[config.mk]
export PLATFORM = sky130hd
export DESIGN_NAME = iortr_router
export DESIGN_NICKNAME = d
export VERILOG_FILES = /design/src/rtl/iortr_pkg.sv /design/src/rtl/iortr_regs.sv /design/src/rtl/iortr_match.sv /design/src/rtl/iortr_pick.sv /design/src/rtl/iortr_router.sv
export SDC_FILE = /design/constraint.sdc
export NUM_CORES = 1
export LEC_CHECK = 0
export ABC_AREA = 1
export BUFFER_PORTS_ARGS = -buffer_cell sky130_fd_sc_hd__buf_4
export CORE_MARGIN = 8
export CORE_UTILIZATION = 42
export DETAILED_ROUTE_END_ITERATION = 6
export PLACE_DENSITY_LB_ADDON = 0.12
export SLEW_MARGIN = 40
export SYNTH_ARGS = -nofsm -noshare
export SYNTH_HDL_FRONTEND = slang
export SYNTH_SLANG_ARGS = --single-unit
[constraint.sdc]
create_clock -name clk -period 3.4 [get_ports clk]
set_clock_uncertainty 0.1 [all_clocks]
set_input_delay 0.51 -clock clk [delete_from_list [all_inputs] [get_ports clk]]
set_output_delay 0.51 -clock clk [all_outputs]
set_load 0.02 [all_outputs]
[src/rtl/iortr_pkg.sv]
package iortr_pkg;

    localparam int ADDR_W   = 32;
    localparam int FIELD_W  = 20;
    localparam int PORT_W   = 3;
    localparam int WORD_W   = 64;
    localparam int FIELD_LO = ADDR_W - FIELD_W;

    // bit positions inside a descriptor word (software visible)
    localparam int PORT_HI  = 63;
    localparam int PORT_LO  = 61;
    localparam int FLAG_BIT = 60;
    localparam int BASE_HI  = 39;
    localparam int BASE_LO  = 20;
    localparam int MASK_HI  = 19;
    localparam int MASK_LO  = 0;

    typedef logic [PORT_W-1:0]  port_t;
    typedef logic [FIELD_W-1:0] field_t;
    typedef logic [WORD_W-1:0]  word_t;

    typedef struct packed {
        port_t  dest;
        logic   flag_cmp;
        field_t base;
        field_t mask;
    } desc_t;

    typedef struct packed {
        logic  valid;
        logic  hit;
        port_t port;
    } route_t;

    localparam desc_t DESC_RST = '{dest: 3'd0, flag_cmp: 1'b0,
                                   base: 20'hFFFFF, mask: 20'h00000};

    function automatic word_t desc_to_word(desc_t d);
        word_t w;
        w = '0;
        w[PORT_HI:PORT_LO] = d.dest;
        w[FLAG_BIT]        = d.flag_cmp;
        w[BASE_HI:BASE_LO] = d.base;
        w[MASK_HI:MASK_LO] = d.mask;
        return w;
    endfunction

    function automatic desc_t word_to_desc(word_t w);
        desc_t d;
        d.dest     = w[PORT_HI:PORT_LO];
        d.flag_cmp = w[FLAG_BIT];
        d.base     = w[BASE_HI:BASE_LO];
        d.mask     = w[MASK_HI:MASK_LO];
        return d;
    endfunction

    function automatic logic desc_hits(desc_t d, field_t f, logic special);
        return ((f & d.mask) == d.base) && (d.flag_cmp == special);
    endfunction

endpackage

[src/rtl/iortr_regs.sv]
module iortr_regs
    import iortr_pkg::*;
#(
    parameter int          N_DESC   = 4,
    parameter logic [31:0] BASE_IDX = 32'h0000_00E0
) (
    input  logic                 clk,
    input  logic                 rst,
    input  logic                 sel,
    input  logic                 we,
    input  logic [31:0]          idx,
    input  word_t                wdata,
    output word_t                rdata,
    output logic                 err,
    output desc_t [N_DESC-1:0]   descs
);

    localparam logic [31:0] N_DESC_L = 32'(N_DESC);

    logic [31:0] off;
    logic        in_win;
    word_t       rd_word;

    assign off    = idx - BASE_IDX;
    assign in_win = (idx >= BASE_IDX) && (off < N_DESC_L);

    for (genvar k = 0; k < N_DESC; k++) begin : g_desc
        always_ff @(posedge clk) begin
            if (rst) begin
                descs[k] <= DESC_RST;
            end else if (sel && we && in_win && (off == 32'(k))) begin
                descs[k] <= word_to_desc(wdata);
            end
        end
    end

    always_comb begin
        rd_word = '0;
        for (int k = 0; k < N_DESC; k++) begin
            if (in_win && (off == 32'(k))) begin
                rd_word = desc_to_word(descs[k]);
            end
        end
    end

    always_ff @(posedge clk) begin
        if (rst) begin
            rdata <= '0;
            err   <= 1'b0;
        end else begin
            err <= sel && !in_win;
            if (sel && !we) begin
                rdata <= in_win ? rd_word : '0;
            end
        end
    end


    err_cause_chk: assert property (@(posedge clk) disable iff (rst)
        err |-> $past(sel && !in_win));


    oor_write_keeps_chk: assert property (@(posedge clk) disable iff (rst)
        $past(sel && we && !in_win) |-> (descs == $past(descs)));


    rsvd_zero_chk: assert property (@(posedge clk) disable iff (rst)
        rdata[59:40] == 20'h0);

endmodule

[src/rtl/iortr_match.sv]
module iortr_match
    import iortr_pkg::*;
#(
    parameter int N_DESC = 4
) (
    input  desc_t [N_DESC-1:0] descs,
    input  logic [ADDR_W-1:0]  addr,
    input  logic               special,
    output logic [N_DESC-1:0]  hits
);

    field_t field;
    assign field = addr[ADDR_W-1:FIELD_LO];

    for (genvar k = 0; k < N_DESC; k++) begin : g_cmp
        assign hits[k] = desc_hits(descs[k], field, special);
    end

endmodule

[src/rtl/iortr_pick.sv]
module iortr_pick
    import iortr_pkg::*;
#(
    parameter int    N_DESC   = 4,
    parameter port_t DEF_PORT = 3'd7
) (
    input  desc_t [N_DESC-1:0] descs,
    input  logic [N_DESC-1:0]  hits,
    output logic [N_DESC-1:0]  grant,
    output logic               any_hit,
    output port_t              port
);

    always_comb begin
        grant   = '0;
        any_hit = 1'b0;
        port    = DEF_PORT;
        for (int k = N_DESC - 1; k >= 0; k--) begin
            if (hits[k]) begin
                grant    = '0;
                grant[k] = 1'b1;
                any_hit  = 1'b1;
                port     = descs[k].dest;
            end
        end
    end

endmodule

[src/rtl/iortr_router.sv]
module iortr_router
    import iortr_pkg::*;
#(
    parameter int          N_DESC   = 4,
    parameter logic [31:0] BASE_IDX = 32'h0000_00E0,
    parameter logic [2:0]  DEF_PORT = 3'd7
) (
    input  logic        clk,
    input  logic        rst,
    input  logic        reg_sel,
    input  logic        reg_we,
    input  logic [31:0] reg_idx,
    input  logic [63:0] reg_wdata,
    output logic [63:0] reg_rdata,
    output logic        reg_err,
    input  logic        req_valid,
    input  logic [31:0] req_addr,
    input  logic        req_special,
    output logic        rt_valid,
    output logic        rt_hit,
    output logic [2:0]  rt_port
);

    desc_t [N_DESC-1:0] descs;
    logic  [N_DESC-1:0] hits;
    logic  [N_DESC-1:0] grant;
    logic               any_hit;
    port_t              pick_port;
    route_t             route_q;

    iortr_regs #(.N_DESC(N_DESC), .BASE_IDX(BASE_IDX)) u_regs (
        .clk   (clk),
        .rst   (rst),
        .sel   (reg_sel),
        .we    (reg_we),
        .idx   (reg_idx),
        .wdata (reg_wdata),
        .rdata (reg_rdata),
        .err   (reg_err),
        .descs (descs)
    );

    iortr_match #(.N_DESC(N_DESC)) u_match (
        .descs   (descs),
        .addr    (req_addr),
        .special (req_special),
        .hits    (hits)
    );

    iortr_pick #(.N_DESC(N_DESC), .DEF_PORT(DEF_PORT)) u_pick (
        .descs   (descs),
        .hits    (hits),
        .grant   (grant),
        .any_hit (any_hit),
        .port    (pick_port)
    );

    always_ff @(posedge clk) begin
        if (rst) begin
            route_q <= '0;
        end else begin
            route_q.valid <= req_valid;
            if (req_valid) begin
                route_q.hit  <= any_hit;
                route_q.port <= pick_port;
            end
        end
    end

    assign rt_valid = route_q.valid;
    assign rt_hit   = route_q.hit;
    assign rt_port  = route_q.port;


    grant_onehot_chk: assert property (@(posedge clk) disable iff (rst)
        $onehot0(grant));


    lowest_wins_chk: assert property (@(posedge clk) disable iff (rst)
        (grant != '0) |-> ((hits & (grant - 1'b1)) == '0));


    valid_follow_chk: assert property (@(posedge clk) disable iff (rst)
        rt_valid == $past(req_valid));


    miss_default_chk: assert property (@(posedge clk) disable iff (rst)
        (rt_valid && !rt_hit) |-> (rt_port == DEF_PORT));


    hit_has_grant_chk: assert property (@(posedge clk) disable iff (rst)
        (req_valid && (hits != '0)) |=> (rt_valid && rt_hit));

endmodule

# After elaboration in Yosys (flattened, before gate mapping)
# Cells that the tools add are included.
# Widths: inputs -> output; s select.
[op_classes] add_sub_neg=1 n_lt_le_gt_ge=2 n_bitwise=4 n_eq_ne=11 n_mux=13 n_reduce_logical=20
[ops] op="$mux 64" count=5
[ops] op="$and 20x20->20" count=4
[ops] op="$eq 20x20->1" count=4
[ops] op="$eq 32x2->1 const B" count=2
[ops] op="$eq 32x1->1 const B" count=1
[ops] op="$ge 32x8->1 const B" count=1
[ops] op="$logic_not 32->1" count=1
[ops] op="$lt 32x3->1 const B" count=1
[ops] op="$sub 32x8->32 const B" count=1
[ops] op="$logic_and 1x1->1" count=17
[ops] op="$mux 3" count=4
[ops] op="$eq 1x1->1" count=4
[ops] op="$mux 1" count=4
[ops] op="$logic_not 1->1" count=2
[totals] input_bits=134 word_cells=72 regBits=246 output_inout_bits=70

# Logic depth before layout (Yosys ltp)
[depth] depth_word=9 ltp_mapped=19 depth_no_buf=17

# Hierarchy
# A second synthesis with hierarchy kept.
[hier_totals] hier_cells=2050 area_unflattened_um2=12653.4
[modules_own_cells] mod="iortr_regs" cells_per_inst=1553 n_inst=1 seq_area_each_um2=4424.2 area_per_inst_um2=10461.3
[modules_own_cells] mod="iortr_match" cells_per_inst=427 n_inst=1 seq_area_each_um2=0.0 area_per_inst_um2=1805.5
[modules_own_cells] mod="iortr_router" cells_per_inst=29 n_inst=1 seq_area_each_um2=100.1 area_per_inst_um2=207.7
[modules_own_cells] mod="iortr_pick" cells_per_inst=41 n_inst=1 seq_area_each_um2=0.0 area_per_inst_um2=178.9

# Least setup slack after synthesis
# OpenSTA, ideal clock, no wires.
[synth_path] kind="input-to-reg" from="in reg_idx[5]" to="reg, netlist name u_regs.descs[39]" stages=17 slack_ns=0.584 path_buffers=2 arrival_time_ns=2.568 path_cell_list="ha_1 nand2_2 nand2_2 nor2_2 buf_4 nand2_1 nand2_1 nand2_1 nor2_2 nand4_1 nor2_4 nand2_4 nor3_4 nand2_1 buf_2 nand2_1 o211ai_1"
[synth_via] elab_chain_len=5
[synth_lines] item="start, declared" line_no="iortr_router.sv:12" text="input logic [31:0] reg_idx,"
[synth_lines] item="$sub 32x8->32" line_no="iortr_regs.sv:24" text="assign off = idx - BASE_IDX;"
[synth_lines] item="$lt 32x3->1" line_no="iortr_regs.sv:25" text="assign in_win = (idx >= BASE_IDX) && (off < N_DESC_L);"
[synth_lines] item="$logic_and 1x1->1" line_no="iortr_regs.sv:25"
[synth_lines] item="$logic_and 1x1->1" line_no="iortr_regs.sv:31" text="end else if (sel && we && in_win && (off == 32'(k))) begin"
[synth_lines] item="$logic_and 1x1->1 *" line_no="iortr_regs.sv:31"
# Mark *: on every way between the ends. The rest lies on a longest branch, timed or not.
# A chain may end at the register's enable or synchronous reset.

# Final worst setup path
[layout_path] from="reg, netlist name u_regs.descs[93]" to="reg route_q, in the netlist rt_port[0]"
[layout_via] elab_chain_len=6
[layout_lines] item="$and 20x20->20" line_no="iortr_pkg.sv:58" text="return ((f & d.mask) == d.base) && (d.flag_cmp == special);"
[layout_lines] item="$eq 20x20->1" line_no="iortr_pkg.sv:58"
[layout_lines] item="$logic_and 1x1->1" line_no="iortr_pkg.sv:58"
[layout_lines] item="$mux 3 (3 in series)" line_no="iortr_pick.sv:19" text="if (hits[k]) begin"
[layout_lines] item="end, declared" line_no="iortr_router.sv:29" text="route_t route_q;"
# Every way passes these cells.

==> flow_metrics.py <==
metrics = {
    "run_status": {
        "outcome": "completed",
    },
    "global_routing": {
        "overflow": 0,
        "grt_max_degree": 98,
        "grt_pass1_vias": 12460,
        "track_usage": 0.2398,
        "antenna_found_initial": 1,
        "grt_pass1_wl_um": 70200,
    },
    "power": {
        "cell_internal_pwr_w": 0.004555,
        "pwr-share-clk": 0.490,
        "p_leak_nw": 7.455,
        "sw_frac_of_total": 0.2431,
        "combPwrFrac": 0.069,
        "seq_power_share": 0.441,
        "p_switching_w": 0.001463,
        "total_power_w": 0.006018,
        "power.density_nw_per_um2": 389.3,
        "ir_drop_uv": 369.2,
    },
    "synthesis": {
        "synth_top_area_cell": "dfxtp_1",
        "synthCells": 1937,
        "ys_ff_latch": 226,
        "ys_warn_count": 0,
        "synth-async-reset-ratio": 0,
        "synth_top_cell_area_share": 0.3484,
        "synth_cell_type_count": 44,
        "synthTopCellsByArea": "dfxtp_1, nand2_1, nor2_1",
        "ys.flop_type": "dfxtp_1",
        "ys_seq_area_frac": 0.3484,
        "synth.avg_cell_area_um2": 6.704,
        "synth_edf_count": 0,
        "syn-cell-area_um2": 12990,
    },
    "clocking": {
        "clkTransAtPathRegs_ns": 0.06,
        "ctsHtreeMaxLevel": 1,
        "cts.path.max_buffers": 3,
        "cts_hold_buf": 0,
        "clock_sinks": 226,
        "postCtsSetupRepairBufs": 0,
        "cts_tree": "yes",
        "postCtsResizedCells": 0,
        "cts_buffers": 27,
        "clockRootBuffer": "clkbuf_16",
        "clk_latency_ns": 0.54,
    },
    "setup_path": {
        "end_kind": "flip-flop",
        "start_kind": "flip-flop",
        "path_common_cell": "nand2_1",
        "path_class": "flip-flop to flip-flop",
        "slowest_delay_ns": 0.37,
        "path_cells": "inv_1 -> o21ai_0 -> o21ai_0 -> nor2_1 -> nand4_1 -> nor2_1 -> nand3_1 -> a21oi_1 -> nand2_1 -> nand2_1 -> nand2_1 -> nand2_1 -> a21oi_1",
        "crit_path_max_fanout": 5,
        "critPathRequiredTime_ns": 3.70,
        "slowest_stage": "nor2_1",
        "cp_data_arrival_time_ns": 3.12,
    },
    "route": {
        "drt_iter0_drc": 1047,
        "vias": 13130,
        "routed_wl_um": 45440,
        "drc": 0,
        "firstDrtPassIters": 5,
        "vias_per_cell": 5.347,
        "drt.antenna.violating_nets": 0,
        "wl_per_cell_um": 18.50,
    },
    "layout": {
        "nNetsFinal": 2177,
        "drive_above_1_share": 0.1583,
        "fin_area_um2": 15460,
        "finalNonFillerCells": 2456,
        "diodes": 0,
        "area_growth_pct": 19.03,
        "final_common_cell": "nand2_1",
        "final_cell_mix": "nand2_1, nor2_1, dfxtp_1",
        "n_fill_cell": 3106,
    },
    "floorplanning": {
        "die_h_um": 191.8,
        "core_area_um2": 30510,
        "row_count": 64,
        "fp.dieW_um": 191.8,
        "pin_count": 204,
        "start_util": 0.4256,
        "fp.dieArea_um2": 36800,
    },
    "timing": {
        "min_period_over_period": 0.8295,
        "max-slew-margin-rel": 0.5637,
        "period_needed_ns": 2.820,
        "rsz0062_at_grt": "no",
        "slew_viol_final": 0,
        "hold_slack_ns": 0.07820,
        "hold_viol_final": 0,
        "worst_pin_slew_ns": 0.6545,
        "setup_violations": 0,
        "fmax_mhz": 354.6,
        "tns_ns": 0,
    },
    "placed_design": {
        "numPortBuffers": 151,
        "dp_hpwl_um": 31580,
        "postPlaceCellArea_um2": 14560,
        "gp_congestion": 0.8863,
        "dp.cells": 2409,
    },
    "worst_hold_path": {
        "holdCritPathClass": "input port to flip-flop",
    },
    "flow_run": {
        "cap_violations": 0,
    },
}
cell usage after synthesis (5+ instances only):
cell type	n
o21ai_0	35
inv_1	174
dfxtp_1	226
nand3_1	78
o2111ai_1	44
clkbuf_1	86
nor3b_2	31
nor3b_1	19
buf_2	13
buf_4	21
xor2_1	21
buf_6	5
o31ai_1	11
nand3b_1	11
nor2_1	319
nand4_1	69
xnor2_1	20
nand2_1	552
nor2_2	8
nor3_1	21
o211ai_1	43
a21oi_1	54
o211ai_2	38
routing by layer:
metal  part of all wire  global-route usage  up-vias  routed length (µm)
met3              0.079             0.03849       84                3608
met1               0.44              0.3204     6004               19960
met2               0.45              0.3903      538               20560
met4              0.028             0.07608        2                1287
li1                   -                   -     6504                   -
met5            0.00029                   0        -                  13
per-stage QoR:
step                      setup WS [ns]    util
after floorplan                  0.5838       -
after global placement           0.1803  0.4770
after detailed placement         0.1039  0.4771
after CTS                        0.6204  0.5066
after global routing             0.3564  0.5066
final                            0.5799  0.5066
cells by family (layout without fill, tap and decap cells):
kind of cell,Yosys count,count (layout),share of synthesized area
AND/OR/NAND/NOR,1126,1126,0.3862
adder cells (fa/ha/maj),1,1,0.0009633
other,1,20,0.0002888
XOR/XNOR,41,41,0.02765
AO/OA/AOI/OAI,236,236,0.1379
flip-flops,226,226,0.3484
buffers and inverters,306,410,0.09866
power by group through the flow:
| stage | Clock, W | Sequential (W) | Combinational (W) |
|---|---|---|---|
| CTS | 0.00299 | 0.00265 | 0.000412 |
| global placement | 0 | 0.00271 | 0.000408 |
| global route | 0.00310 | 0.00265 | 0.000448 |
| finish | 0.00295 | 0.00265 | 0.000415 |
| detailed placement | 0 | 0.00271 | 0.000410 |
| floorplan | 0 | 0.00272 | 0.000206 |
flip-flops by register name (all words and copies together), names as in the netlist:
register,flops
u_regs.descs,176
rt_valid,1
u_regs.err,1
u_regs.rdata,44
rt_port,3
rt_hit,1
critical path: cells and delay by family, from the launching register on:
kind                   cells  cell delay (ns)
AND/OR/NAND/NOR            8             1.42
AO/OA/AOI/OAI              4             0.75
flip-flops                 1             0.32
buffers and inverters      1             0.07
final timing paths:
kind | startpoint | to | slack, ns | depth (start not counted)
worst max-delay path | u_regs.descs[93]$_SDFFE_PP0P_ | rt_port[0]$_SDFFE_PP0P_ | 0.58 | 13
worst min-delay path | req_valid | rt_hit$_SDFFE_PP0P_ | 0.08 | 2
worst max register to register | u_regs.descs[93]$_SDFFE_PP0P_ | rt_port[0]$_SDFFE_PP0P_ | 0.58 | 13
worst min register to register | u_regs.rdata[37]$_SDFFE_PP0P_ | u_regs.rdata[37]$_SDFFE_PP0P_ | 0.36 | 2
final cells by class:
| cell class | count | area, µm² | share of cell area |
|---|---|---|---|
| multi-input cells | 1424 | 7289 | 0.4716 |
| flip-flops and latches | 226 | 4524 | 0.2927 |
| clock inverters | 7 | 96.34 | 0.006233 |
| inverters | 178 | 670.6 | 0.04339 |
| repair buffers | 185 | 1577 | 0.1020 |
| clock buffers | 40 | 804.5 | 0.05205 |
| well taps | 396 | 495.5 | 0.03205 |
Power figures use the tool's default switching activity.
